### config.mk
export PLATFORM = sky130hd
export DESIGN_NAME = lcx_seq
export DESIGN_NICKNAME = d
export VERILOG_FILES = /design/src/rtl/lcx_pkg.sv /design/src/rtl/lcx_tok_cmp.sv /design/src/rtl/lcx_sreg.sv /design/src/rtl/lcx_next.sv /design/src/rtl/lcx_seq.sv
export SDC_FILE = /design/constraint.sdc
export NUM_CORES = 1
export LEC_CHECK = 0
export ABC_AREA = 1
export BUFFER_PORTS_ARGS = -buffer_cell sky130_fd_sc_hd__buf_2
export CAP_MARGIN = 30
export CORE_MARGIN = 1
export CORE_UTILIZATION = 42
export CTS_BUF_LIST = sky130_fd_sc_hd__clkbuf_8 sky130_fd_sc_hd__clkbuf_16
export CTS_CLUSTER_DIAMETER = 80
export DETAILED_ROUTE_END_ITERATION = 8
export PLACE_DENSITY = 0.88
export SYNTH_ARGS = -nofsm -noshare
export SYNTH_HDL_FRONTEND = slang
export SYNTH_SLANG_ARGS = --single-unit
### constraint.sdc
create_clock -name clk_i -period 1.6 [get_ports clk_i]
set_clock_uncertainty 0.15 [all_clocks]
set_input_delay 0.16 -clock clk_i [delete_from_list [all_inputs] [get_ports clk_i]]
set_output_delay 0.16 -clock clk_i [all_outputs]
set_load 0.005 [all_outputs]
### src/rtl/lcx_pkg.sv
package lcx_pkg;
  localparam int ST_W = 8;

  typedef enum logic [ST_W-1:0] {
    ST_RESET    = 8'h3A,
    ST_IDLE     = 8'hC5,
    ST_CLKMUX   = 8'h59,
    ST_CNTINCR  = 8'h96,
    ST_CNTPROG  = 8'h2E,
    ST_TRCHK    = 8'hE1,
    ST_TOKHASH  = 8'h74,
    ST_RMA      = 8'h8B,
    ST_TOKCHK0  = 8'h1D,
    ST_TOKCHK1  = 8'hD2,
    ST_TRPROG   = 8'h67,
    ST_POST     = 8'hA8,
    ST_SCRAP    = 8'h4F,
    ST_ESCALATE = 8'hB0,
    ST_INVALID  = 8'h03
  } lcx_st_e;

  localparam logic [3:0] IDX_BAD = 4'd15;

  function automatic logic [3:0] st_index(input logic [ST_W-1:0] code);
    case (code)
      ST_RESET:    return 4'd0;
      ST_IDLE:     return 4'd1;
      ST_CLKMUX:   return 4'd2;
      ST_CNTINCR:  return 4'd3;
      ST_CNTPROG:  return 4'd4;
      ST_TRCHK:    return 4'd5;
      ST_TOKHASH:  return 4'd6;
      ST_RMA:      return 4'd7;
      ST_TOKCHK0:  return 4'd8;
      ST_TOKCHK1:  return 4'd9;
      ST_TRPROG:   return 4'd10;
      ST_POST:     return 4'd11;
      ST_SCRAP:    return 4'd12;
      ST_ESCALATE: return 4'd13;
      ST_INVALID:  return 4'd14;
      default:     return IDX_BAD;
    endcase
  endfunction

  function automatic logic st_legal(input logic [ST_W-1:0] code);
    return st_index(code) != IDX_BAD;
  endfunction
endpackage

### src/rtl/lcx_tok_cmp.sv
module lcx_tok_cmp #(
  parameter int HASH_W = 32,
  parameter int LANE_W = 8
) (
  input  logic [HASH_W-1:0] hash_i,
  input  logic [HASH_W-1:0] exp_i,
  output logic              match_o
);
  localparam int LANES = HASH_W / LANE_W;

  logic [LANES-1:0] lane_eq;

  for (genvar g = 0; g < LANES; g++) begin : g_lane
    assign lane_eq[g] = (hash_i[g*LANE_W +: LANE_W] == exp_i[g*LANE_W +: LANE_W]);
  end

  assign match_o = &lane_eq;
endmodule

### src/rtl/lcx_sreg.sv
module lcx_sreg
  import lcx_pkg::*;
(
  input  logic            clk_i,
  input  logic            rst_ni,
  input  lcx_st_e         nxt_i,
  output logic [ST_W-1:0] state_o
);
  logic [ST_W-1:0] state_q;

  always_ff @(posedge clk_i or negedge rst_ni) begin
    if (!rst_ni) state_q <= ST_RESET;
    else         state_q <= nxt_i;
  end

  assign state_o = state_q;
endmodule

### src/rtl/lcx_next.sv
module lcx_next
  import lcx_pkg::*;
#(
  parameter int TGT_W   = 4,
  parameter int CNT_W   = 5,
  parameter int CNT_MAX = 24
) (
  input  logic [ST_W-1:0]  state_i,
  input  logic             req_i,
  input  logic             scrap_i,
  input  logic             esc_i,
  input  logic             clk_ack_i,
  input  logic [CNT_W-1:0] cnt_i,
  input  logic [TGT_W-1:0] cur_i,
  input  logic [TGT_W-1:0] tgt_i,
  input  logic             prog_ack_i,
  input  logic             prog_err_i,
  input  logic             hash_ack_i,
  input  logic             hash_err_i,
  input  logic             tok_match_i,
  output lcx_st_e          nxt_o,
  output logic             fail_cnt_o,
  output logic             fail_trans_o,
  output logic             fail_tok_o,
  output logic             fail_prog_o
);
  localparam logic [CNT_W-1:0] CNT_LIM = CNT_W'(CNT_MAX);

  function automatic logic cnt_full(input logic [CNT_W-1:0] c);
    return c >= CNT_LIM;
  endfunction

  function automatic logic tgt_ok(input logic [TGT_W-1:0] cur, input logic [TGT_W-1:0] tgt);
    return tgt > cur;
  endfunction

  logic may_esc;
  assign may_esc = st_legal(state_i) && (state_i != ST_RESET) &&
                   (state_i != ST_SCRAP) && (state_i != ST_ESCALATE);

  always_comb begin
    nxt_o        = ST_INVALID;
    fail_cnt_o   = 1'b0;
    fail_trans_o = 1'b0;
    fail_tok_o   = 1'b0;
    fail_prog_o  = 1'b0;
    case (state_i)
      ST_RESET:   nxt_o = ST_IDLE;
      ST_IDLE: begin
        if (scrap_i)    nxt_o = ST_SCRAP;
        else if (req_i) nxt_o = ST_CLKMUX;
        else            nxt_o = ST_IDLE;
      end
      ST_CLKMUX:  nxt_o = clk_ack_i ? ST_CNTINCR : ST_CLKMUX;
      ST_CNTINCR: begin
        if (cnt_full(cnt_i)) begin
          nxt_o      = ST_POST;
          fail_cnt_o = 1'b1;
        end else begin
          nxt_o = ST_CNTPROG;
        end
      end
      ST_CNTPROG: begin
        if (!prog_ack_i) nxt_o = ST_CNTPROG;
        else if (prog_err_i) begin
          nxt_o       = ST_POST;
          fail_prog_o = 1'b1;
        end else nxt_o = ST_TRCHK;
      end
      ST_TRCHK: begin
        if (tgt_ok(cur_i, tgt_i)) nxt_o = ST_TOKHASH;
        else begin
          nxt_o        = ST_POST;
          fail_trans_o = 1'b1;
        end
      end
      ST_TOKHASH: begin
        if (!hash_ack_i) nxt_o = ST_TOKHASH;
        else if (hash_err_i) begin
          nxt_o      = ST_POST;
          fail_tok_o = 1'b1;
        end else nxt_o = ST_RMA;
      end
      ST_RMA:     nxt_o = ST_TOKCHK0;
      ST_TOKCHK0: begin
        if (tok_match_i) nxt_o = ST_TOKCHK1;
        else begin
          nxt_o      = ST_POST;
          fail_tok_o = 1'b1;
        end
      end
      ST_TOKCHK1: begin
        if (tok_match_i) nxt_o = ST_TRPROG;
        else begin
          nxt_o      = ST_POST;
          fail_tok_o = 1'b1;
        end
      end
      ST_TRPROG: begin
        if (!prog_ack_i) nxt_o = ST_TRPROG;
        else begin
          nxt_o       = ST_POST;
          fail_prog_o = prog_err_i;
        end
      end
      ST_POST:     nxt_o = ST_POST;
      ST_SCRAP:    nxt_o = ST_SCRAP;
      ST_ESCALATE: nxt_o = ST_ESCALATE;
      ST_INVALID:  nxt_o = ST_INVALID;
      default:     nxt_o = ST_INVALID;
    endcase
    if (esc_i && may_esc) begin
      nxt_o        = ST_ESCALATE;
      fail_cnt_o   = 1'b0;
      fail_trans_o = 1'b0;
      fail_tok_o   = 1'b0;
      fail_prog_o  = 1'b0;
    end
  end
endmodule

### src/rtl/lcx_seq.sv
module lcx_seq
  import lcx_pkg::*;
#(
  parameter int TGT_W   = 4,
  parameter int CNT_W   = 5,
  parameter int CNT_MAX = 24,
  parameter int HASH_W  = 32
) (
  input  logic              clk_i,
  input  logic              rst_ni,
  input  logic              req_i,
  input  logic              scrap_i,
  input  logic [TGT_W-1:0]  cur_i,
  input  logic [TGT_W-1:0]  tgt_i,
  input  logic [CNT_W-1:0]  cnt_i,
  input  logic              clk_ack_i,
  input  logic              prog_ack_i,
  input  logic              prog_err_i,
  input  logic              hash_ack_i,
  input  logic              hash_err_i,
  input  logic [HASH_W-1:0] hash_i,
  input  logic [HASH_W-1:0] exp_hash_i,
  input  logic              esc0_i,
  input  logic              esc1_i,
  output logic              clk_req_o,
  output logic              prog_req_o,
  output logic              prog_sel_o,
  output logic [CNT_W-1:0]  prog_cnt_o,
  output logic              hash_req_o,
  output logic [3:0]        state_idx_o,
  output logic              done_o,
  output logic              cnt_err_o,
  output logic              trans_err_o,
  output logic              tok_err_o,
  output logic              prog_err_o,
  output logic              fatal_o
);
  logic [ST_W-1:0] state_q;
  lcx_st_e         nxt;
  logic            esc_w;
  logic            tok_match_w;
  logic            fail_cnt_w, fail_trans_w, fail_tok_w, fail_prog_w;
  logic            legal_w, nxt_invalid_w;
  logic [3:0]      err_q; // {prog, tok, trans, cnt}

  assign esc_w = esc0_i | esc1_i;

  lcx_tok_cmp #(.HASH_W(HASH_W)) u_cmp (
    .hash_i  (hash_i),
    .exp_i   (exp_hash_i),
    .match_o (tok_match_w)
  );

  lcx_next #(.TGT_W(TGT_W), .CNT_W(CNT_W), .CNT_MAX(CNT_MAX)) u_next (
    .state_i      (state_q),
    .req_i        (req_i),
    .scrap_i      (scrap_i),
    .esc_i        (esc_w),
    .clk_ack_i    (clk_ack_i),
    .cnt_i        (cnt_i),
    .cur_i        (cur_i),
    .tgt_i        (tgt_i),
    .prog_ack_i   (prog_ack_i),
    .prog_err_i   (prog_err_i),
    .hash_ack_i   (hash_ack_i),
    .hash_err_i   (hash_err_i),
    .tok_match_i  (tok_match_w),
    .nxt_o        (nxt),
    .fail_cnt_o   (fail_cnt_w),
    .fail_trans_o (fail_trans_w),
    .fail_tok_o   (fail_tok_w),
    .fail_prog_o  (fail_prog_w)
  );

  lcx_sreg u_sreg (
    .clk_i   (clk_i),
    .rst_ni  (rst_ni),
    .nxt_i   (nxt),
    .state_o (state_q)
  );

  always_ff @(posedge clk_i or negedge rst_ni) begin
    if (!rst_ni) err_q <= '0;
    else         err_q <= err_q | {fail_prog_w, fail_tok_w, fail_trans_w, fail_cnt_w};
  end

  assign legal_w       = st_legal(state_q);
  assign nxt_invalid_w = (nxt == ST_INVALID);

  assign state_idx_o = st_index(state_q);
  assign clk_req_o   = (state_q == ST_CLKMUX);
  assign prog_req_o  = (state_q == ST_CNTPROG) || (state_q == ST_TRPROG);
  assign prog_sel_o  = (state_q == ST_TRPROG);
  assign prog_cnt_o  = cnt_i + CNT_W'(1);
  assign hash_req_o  = (state_q == ST_TOKHASH);
  assign cnt_err_o   = err_q[0];
  assign trans_err_o = err_q[1];
  assign tok_err_o   = err_q[2];
  assign prog_err_o  = err_q[3];
  assign done_o      = (state_q == ST_POST) && (err_q == '0);
  assign fatal_o     = (state_q == ST_INVALID);
endmodule

==> flow_summary_export.csv, run 1 <==
group,metric,value,unit
setup_path,cp_max_fo,6,
setup_path,required,1.29,ns
timing,slew_viol_final,0,
timing,worstMarginPinSlew,0.293,ns
floorplan,die_h,72.7,um
setup_path,crit_type,"reg -> out",
timing,fin_crit,2.21,ns
setup_path,cp_common_cell,"nand2_2",
route,first_pass_iters,5,
setup_path,cp_slowest_cell,"dfstp_2",
power_and_ir_drop,p_int,1.25,mW
floorplan,num_rows,25,
yosys,ys_seq_area_share,14.5,%
timing,timing.fmax,452,MHz
setup_path,endpoint_kind,"output pin",
yosys,syn-cell-area,2100,um2
final_layout,final_layout_size_suffix_gt1_share,45.4,%
setup_path,crit_chain,"nor2_2 > nand2_2 > nor2_4 > inv_2 > nand2_2 > nor2_2 > nand2_2 > nor2_4 > inv_4 > nand3_1 > buf_2",
outcome,violations,"negative setup slack",
final_layout,num_antenna_cells,0,
setup_path,slowest_delay,0.65,ns
floorplan,start_util,44.2,%
route,drtIter0Drc,264,
final_layout,fin_area,3620,um2
timing,hold_viol,0,
hold_path,hp-class,"in -> reg",
power_and_ir_drop,swShare,45.2,%
timing,tns,-9.42,ns
power_and_ir_drop,comb_power_share,62.5,%
clock_tree,numCtsBuffers,3,
yosys,ys_seq_elements,12,
global_routing,antenna_found_initial,0,
clock_tree,numClockSinks,12,
global_routing,grtUsageTotal,31.3,%
global_routing,grt_pass1_wl,12700,um
route,drc,0,
route,vias,3176,
power_and_ir_drop,p_per_area,629,nW/um2
clock_tree,clock_tree.buffer_depth,2,
placement,place_ws,-0.383,ns
global_routing,grt_pass1_vias,3031,
placement,place_congestion,0.961,
timing,timing.hold.ws,0.0866,ns
route,wire_per_inst,12.6,um
clock_tree,clk_pin_slew,0.06,ns
placement,placed_cell_area,3120,um2
route,routed_via_density,4.85,
route,antenna_left,0,
power_and_ir_drop,peakVddDrop,591,uV
yosys,ys_types,23,
timing,setup_viol,22,
timing,relSlewSlack,80.3,%
setup_path,cp-start-kind,"flop",
clock_tree,cts_tree,"done",
yosys,ys_warn_count,0,
route,drt-total-wl,8290,um
timing,rsz0062_at_grt,"true",
clock_tree,h-tree-depth,1,
timing,period_share,138,%
power_and_ir_drop,pwr-share-clk,14.7,%
final_layout,fin_cells,655,
placement,dp_cells,634,
global_routing,overflow,0,
final_layout,nets,683,
floorplan,boundaryPins,107,
power_and_ir_drop,p_leak,2.31,nW
yosys,avgSynthCellArea,5.10,um2
power_and_ir_drop,pwr-share-seq,22.7,%
placement,port_buffers,106,
clock_tree,clk_latency,0.25,ns
setup_path,cpLargestDelayFamily,"simple AND/OR/NAND/NOR gates",
setup_path,path_buf_inv,3,
yosys,synth_nets,506,
outcome,status,"finished, violations left",
floorplan,core,4750,um2
setup_path,arrival,1.90,ns
yosys,synthCells,412,
job,drv_cap,0,
placement,hpwlAfterDp,6430,um
floorplan,dieArea,5290,um2
timing,worst_slack,-0.612,ns
setup_path,reg2reg_setup_slack,-0.47,ns
floorplan,fp.dieW,72.7,um
clock_tree,cts-root-buf,"clkbuf_8",
final_layout,fin_util,76.1,%
power_and_ir_drop,p_total,2.28,mW
global_routing,grt_max_degree,13,
power_and_ir_drop,p_sw,1.03,mW
final_layout,area_growth,72.1,%
==> per-layer routing <==
metal,GRT usage (%),vias to the layer above,wire length [um]
li1,-,1569,-
met1,33.8,1421,3060
met2,59.9,149,4290
met3,5.11,37,600
met4,12.9,0,335
met5,0,-,0
==> power by group through the flow <==
stage / Combinational (mW) / Sequential, mW / Clock [mW]
5_1_grt: 1.53 / 0.526 / 0.349
2_1_floorplan: 0.603 / 0.472 / 0
3_3_place_gp: 1.07 / 0.493 / 0
3_5_place_dp: 1.07 / 0.495 / 0
6_report: 1.42 / 0.518 / 0.335
4_1_cts: 1.33 / 0.510 / 0.339
==> cells by family (layout without fill, tap and decap cells) <==
group                      Yosys count  count (layout)  share of synthesized area (%)
DFF                                 12              12                           14.5
AOI/OAI and AO/OA                   17              17                           4.70
buffers and inverters              103             279                           18.4
and+or+nand+nor                    261             261                           53.4
xor gates and xnor gates            13              13                           5.42
adders and majority gates            6               6                           3.57
==> layout make-up <==
| type | instances | area (um2) |
|---|---|---|
| clock buffer | 4 | 55.1 |
| tap | 67 | 83.8 |
| multi-input combinational | 297 | 1700 |
| fill | 390 | 1140 |
| sequential | 12 | 305 |
| timing repair buffer | 172 | 1080 |
| inverter | 103 | 392 |
==> cells in the mapped netlist, drive strengths merged <==
library cell	n	area, um2
nand2	154	603
o21ai	8	47.6
nand3b	2	15.0
nor2	59	262
dfrtp	8	200
o21bai	1	11.3
ha	6	75.1
dfstp	4	105
or2	1	6.26
nor3	6	30.0
inv	103	387
nand4	7	43.8
a21oi	8	40.0
xnor2	12	105
xor2	1	8.76
nor4	2	12.5
nand3	30	150
==> registers in the layout, indices dropped and copies added, names as in the netlist <==
signal	flops
u_sreg.state_o	8
err_q	4
==> worst reg2reg max path, delay by kind of cell, from the launching register on <==
family / cells / cell delay (ns)
and+or+nand+nor: 8 / 0.82
DFF: 1 / 0.65
buffers and inverters: 2 / 0.28
AOI/OAI and AO/OA: 1 / 0.06
==> layout by cell type, fill, tap and decap left out, types with 4 or more instances in the layout <==
master,n
a21oi_1,4
a21oi_2,4
buf_2,104
buf_4,56
buf_6,10
clkbuf_8,4
dfrtp_1,8
dfstp_2,4
ha_1,6
inv_1,88
inv_2,13
nand2_1,133
nand2_2,15
nand2_4,6
nand3_1,17
nand3_2,11
nand4_1,7
nor2_1,35
nor2_2,10
nor2_4,14
o21ai_0,5
xnor2_1,12
==> worst paths after layout <==
check                                       start                end  cells past startpoint
worst min register to register           err_q[2]           err_q[2]                      2
worst max-delay path            u_sreg.state_o[1]     state_idx_o[1]                     11
worst max register to register  u_sreg.state_o[1]           err_q[3]                     11
worst min-delay path                   prog_err_i           err_q[3]                      3
max in group asynchronous                  rst_ni  u_sreg.state_o[5]                      2
min in group asynchronous                  rst_ni  u_sreg.state_o[2]                      2
==> timing repair <==
action                                 in CTS  in global routing
hold buffers                                1                  0
resized for setup                          62                 21
setup endpoints to repair                  22                 22
setup buffers                              16                  5
endpoints found under the hold margin      12                  0
pin swaps                                  25                  7
gates cloned                                0                  0
(Power assumes the default switching activity.)
==> run 2, diff against run 1 <==
CORE_MARGIN = 3   (was 1)
==> run 2 against run 1 <==
Compared with the run above: the flow still finishes with violations (negative setup slack); worst hold slack better by 0.0015 ns; non-clock buffer count is 1 higher; first-iteration DRC count is 11% higher.
==> flow_summary_export.csv, run 2 (same netlist as run 1, synthesis figures left out) <==
group,metric,value,unit
outcome,status,"finished, violations left",
clock_tree,clk_pin_slew,0.05,ns
route,drt-total-wl,8220,um
clock_tree,cts-root-buf,"clkbuf_8",
setup_path,cp_slowest_cell,"dfstp_2",
global_routing,antenna_found_initial,0,
setup_path,endpoint_kind,"output pin",
timing,hold_viol,0,
global_routing,grt_pass1_vias,3041,
global_routing,grtUsageTotal,27.1,%
clock_tree,numClockSinks,12,
placement,hpwlAfterDp,6390,um
placement,placed_cell_area,3140,um2
final_layout,mostFrequentLayoutCell,"nand2_1",
route,routed_via_density,4.83,
route,drtIter0Drc,294,
final_layout,fin_cells,656,
setup_path,path_buf_inv,4,
timing,tns,-9.63,ns
final_layout,fin_util,74.8,%
placement,place_ws,-0.339,ns
final_layout,mostFrequentLayoutCells,"nand2_1 (128), buf_2 (103), inv_1 (91)",
final_layout,num_antenna_cells,0,
timing,fin_crit,2.17,ns
final_layout,fin_area,3580,um2
power_and_ir_drop,p_per_area,607,nW/um2
timing,rsz0062_at_grt,"true",
job,drv_cap,0,
setup_path,crit_type,"reg -> out",
setup_path,cp-start-kind,"flop",
floorplan,boundaryPins,107,
setup_path,cp_common_cell,"nand2_2",
route,vias,3167,
placement,place_congestion,1.05,
timing,timing.fmax,462,MHz
route,drc,0,
timing,worst_slack,-0.566,ns
floorplan,dieArea,5890,um2
floorplan,core,4790,um2
power_and_ir_drop,p_total,2.17,mW
floorplan,fp.dieW,76.7,um
placement,dp_cells,635,
setup_path,slowest_delay,0.57,ns
power_and_ir_drop,p_leak,2.27,nW
setup_path,required,1.29,ns
clock_tree,h-tree-depth,1,
timing,worstMarginPinSlew,0.271,ns
clock_tree,numCtsBuffers,3,
global_routing,grt_max_degree,13,
floorplan,die_h,76.7,um
route,antenna_left,0,
setup_path,crit_chain,"inv_2 > nand2_2 > inv_1 > nand3_2 > nand2_2 > nor2_2 > nand2_2 > nor2_4 > inv_2 > nand3_1 > buf_2",
route,wire_per_inst,12.5,um
final_layout,largest_reg_flops,8,
placement,port_buffers,106,
timing,slew_viol_final,0,
floorplan,num_rows,25,
route,first_pass_iters,5,
setup_path,arrival,1.86,ns
timing,setup_viol,22,
final_layout,nets,684,
setup_path,cp_max_fo,5,
timing,timing.hold.ws,0.0881,ns
setup_path,cpLargestDelayFamily,"simple AND/OR/NAND/NOR gates",
clock_tree,cts_tree,"done",
final_layout,fillers,386,
final_layout,area_growth,70.4,%
floorplan,start_util,43.9,%
timing,period_share,135,%
global_routing,overflow,0,
clock_tree,clk_latency,0.24,ns
hold_path,hp-class,"in -> reg",
outcome,violations,"negative setup slack",
final_layout,final_layout_size_suffix_gt1_share,44.1,%
power_and_ir_drop,peakVddDrop,383,uV
global_routing,grt_pass1_wl,13200,um
timing,relSlewSlack,81.8,%
clock_tree,clock_tree.buffer_depth,2,
## run 2: cell type report
class / instances / area (um2) / share of cell area, %
Clock inverter: 1 / 3.75 / 0.105
Multi-Input combinational cell: 297 / 1650 / 46.1
Timing Repair Buffer: 173 / 1110 / 30.9
Clock buffer: 3 / 41.3 / 1.15
Sequential cell: 12 / 308 / 8.59
Tap cell: 67 / 83.8 / 2.34
Inverter: 103 / 389 / 10.9
## run 2: path summary, 6_finish.rpt
path | from | to | slack, ns | cells after the start
hold reg to reg | err_q[1] | err_q[1] | 0.32 | 2
hold / removal | prog_err_i | err_q[3] | 0.09 | 3
min in group asynchronous | rst_ni | err_q[0] | 0.19 | 2
setup / recovery | u_sreg.state_o[4] | state_idx_o[2] | -0.57 | 11
setup reg to reg | u_sreg.state_o[4] | u_sreg.state_o[6] | -0.51 | 13
max in group asynchronous | rst_ni | u_sreg.state_o[1] | 0.85 | 2
## run 2: power breakdown
group / internal, mW / switching (mW) / total (mW)
Sequential: 0.398 / 0.108 / 0.506
Combinational: 0.619 / 0.775 / 1.39
Clock: 0.168 / 0.104 / 0.272
## run 2: tightest hold or removal path, delay by kind of cell
family / cells / cell delay, ns
AO/OA/AOI/OAI: 1 / 0.07
buffers and inverters: 1 / 0.11
AND/OR/NAND/NOR: 1 / 0.10
## run 2: timing repair
| action | CTS | global route |
|---|---|---|
| hold buffers | 1 | 0 |
| endpoints found under the setup margin | 22 | 22 |
| buffers inserted | 16 | 2 |
| pin swaps | 17 | 3 |
| gates resized for setup | 57 | 17 |
| endpoints found under the hold margin | 12 | 0 |
## run 2: per-layer routing
layer	global-route usage, %	up-vias	part of all wire (%)
li1	-	1572	-
met1	29.4	1374	36
met2	51.9	189	52
met3	2.93	32	8.3
met4	12.1	0	3.6
met5	0	-	0
==> run 3, diff against run 2 <==
CELL_PAD_IN_SITES_DETAIL_PLACEMENT = 2   (was not set)
CELL_PAD_IN_SITES_GLOBAL_PLACEMENT = 2   (was not set)
CORE_MARGIN = 4   (was 3)
CORE_UTILIZATION = 19   (was 42)
clock period = 1.8 ns   (was 1.6 ns; I/O delays follow)
==> run 3 against run 2 <==
Compared with the run above: the run still ends with negative setup slack left; utilization shrank 39 points; die area is 120% higher; final cell count increased by 12%; critical path depth unchanged; routed wire length is 64% higher; critical path type unchanged; critical endpoint is now state_idx_o[0]; highest routed layer unchanged.
==> flow_summary_export.csv, run 3 (same netlist as run 1, synthesis figures left out) <==
group,metric,value,unit
final_layout,mostFrequentLayoutCell,"nand2_1",
placement,hpwlAfterDp,9360,um
clock_tree,h-tree-depth,1,
setup_path,reg2reg_setup_slack,-0.52,ns
timing,timing.hold.ws,0.105,ns
final_layout,fillers,1354,
clock_tree,clk_pin_slew,0.06,ns
job,drv_cap,0,
power_and_ir_drop,p_per_area,630,nW/um2
setup_path,arrival,2.06,ns
power_and_ir_drop,p_leak,2.40,nW
timing,hold_viol,0,
floorplan,fp.dieW,113,um
hold_path,hp-class,"in -> reg",
final_layout,area_growth,85.5,%
final_layout,largest_reg_flops,8,
route,first_pass_iters,4,
setup_path,endpoint,"state_idx_o[0]",
route,wire_per_inst,18.4,um
floorplan,boundaryPins,107,
floorplan,num_rows,38,
floorplan,start_util,19.4,%
floorplan,core,10800,um2
setup_path,required,1.47,ns
route,vias,3335,
route,antenna_left,0,
timing,slew_viol_final,0,
setup_path,cp_max_fo,6,
power_and_ir_drop,p_sw,1.21,mW
global_routing,grtUsageTotal,18.2,%
setup_path,cp-start-kind,"flop",
route,drc,0,
floorplan,dieArea,12800,um2
clock_tree,clock_tree.buffer_depth,2,
setup_path,crit_type,"reg -> out",
clock_tree,numClockSinks,12,
global_routing,grt_pass1_vias,3653,
timing,timing.fmax,418,MHz
clock_tree,clk_latency,0.26,ns
setup_path,crit_path_start,"u_sreg.state_o[1]",
power_and_ir_drop,pwr-share-seq,19.6,%
timing,period_share,133,%
final_layout,register_area,307,um2
hold_path,holdPathStages,3,
setup_path,r2r_end,"u_sreg.state_o[0]",
placement,place_congestion,0.880,
outcome,status,"finished, violations left",
timing,relSlewSlack,76.3,%
timing,worstMarginPinSlew,0.355,ns
timing,tns,-8.65,ns
global_routing,grt_max_degree,13,
clock_tree,cts-root-buf,"clkbuf_8",
final_layout,multi_input_area,1800,um2
route,routed_via_density,4.53,
global_routing,grt_pass1_wl,18500,um
final_layout,mostFrequentLayoutCells,"nand2_1 (121), buf_2 (104), inv_1 (83)",
global_routing,overflow,0,
setup_path,r2r-start,"u_sreg.state_o[1]",
power_and_ir_drop,p_int,1.25,mW
final_layout,num_antenna_cells,0,
timing,fin_crit,2.39,ns
timing,setup_viol,22,
power_and_ir_drop,pwr-share-clk,13.2,%
placement,port_buffers,106,
final_layout,final_layout_size_suffix_gt1_share,49.8,%
outcome,violations,"negative setup slack",
timing,worst_slack,-0.595,ns
setup_path,ff2ff_path_depth,11,
route,drt-total-wl,13500,um
clock_tree,cts_tree,"done",
clock_tree,numCtsBuffers,3,
floorplan,die_h,113,um
route,drtIter0Drc,122,
setup_path,endpoint_kind,"output pin",
power_and_ir_drop,peakVddDrop,238,uV
final_layout,nets,691,
global_routing,antenna_found_initial,0,
timing,rsz0062_at_grt,"true",
power_and_ir_drop,comb_power_share,67.3,%
power_and_ir_drop,swShare,49.3,%
-- run 3: cell count changes in the layout (fill, tap and decap cells not counted), moves of 3 or more --
cell	previous run	this run
inv_2	12	17
nand2_1	128	121
inv_1	91	83
nand2_2	22	19
nor2_1	36	31
nand3_1	24	17
nand3_2	6	12
buf_6	10	16
nand2_4	4	13
nor2_2	8	11
-- run 3: worst min path at each step --
stage	startpoint	to	slack (ns)
after floorplan	rst_ni	err_q[0]	-0.27
after CTS	prog_err_i	err_q[3]	0.13
final	prog_err_i	err_q[3]	0.10
after global routing	prog_err_i	err_q[3]	0.10
after detailed placement	rst_ni	u_sreg.state_o[6]	-0.08
after global placement	rst_ni	err_q[1]	-0.09
-- run 3: final cells by class --
cell class	count	share of cell area, %
flip-flops and latches	12	7.86
well taps	140	4.49
clock buffers	4	1.41
inverters	103	10.1
multi-input cells	297	46.2
repair buffers	180	29.9
-- run 3: power by group through the flow --
| stage | Clock, mW | Combinational (mW) | Sequential (mW) |
|---|---|---|---|
| 2_1_floorplan | 0 | 0.492 | 0.411 |
| 3_3_place_gp | 0 | 0.905 | 0.425 |
| 3_5_place_dp | 0 | 0.955 | 0.434 |
| 4_1_cts | 0.299 | 1.21 | 0.446 |
| 5_1_grt | 0.343 | 1.77 | 0.484 |
| 6_report | 0.323 | 1.65 | 0.480 |
-- run 3: per-layer routing --
| metal | wire length (um) | part of all wire (%) | track usage, % |
|---|---|---|---|
| met1 | 4980 | 37 | 19.6 |
| met2 | 7490 | 55 | 36.0 |
| met3 | 651 | 4.8 | 2.03 |
| met4 | 386 | 2.9 | 6.57 |
| met5 | 0 | 0 | 0 |
-- run 3: through the flow --
stage | power [mW] | instances | area (um2) | setup WS (ns) | utilization [%]
after floorplan | 0.903 | 412 | 2100 | 0.0459 | -
after global placement | 1.33 | 699 | 3120 | -0.201 | 28.7
after detailed placement | 1.39 | 699 | 3120 | -0.316 | 28.7
after CTS | 1.96 | 718 | 3510 | -0.371 | 32.4
after global routing | 2.59 | 736 | 3900 | -0.640 | 36.0
final | 2.46 | 736 | 3900 | -0.595 | 36.0
-- run 3: worst max-delay path: stages (launching register included) --
cell and delay (ns):
dfstp_2 0.64, buf_4 0.16, nand2_4 0.08, nor2_4 0.17, nand3_2 0.14, nand2_2 0.11, nor2_2 0.05, nand2_2 0.10
nor2_4 0.05, inv_4 0.08, nand2_1 0.07, buf_2 0.15
-- run 3: what timing repair did --
| action | CTS | global route |
|---|---|---|
| resized for setup | 64 | 71 |
| pin swaps | 17 | 21 |
| setup buffers | 14 | 19 |
| hold buffers | 1 | 0 |
| endpoints found under the hold margin | 12 | 0 |
| setup endpoints to repair | 22 | 22 |
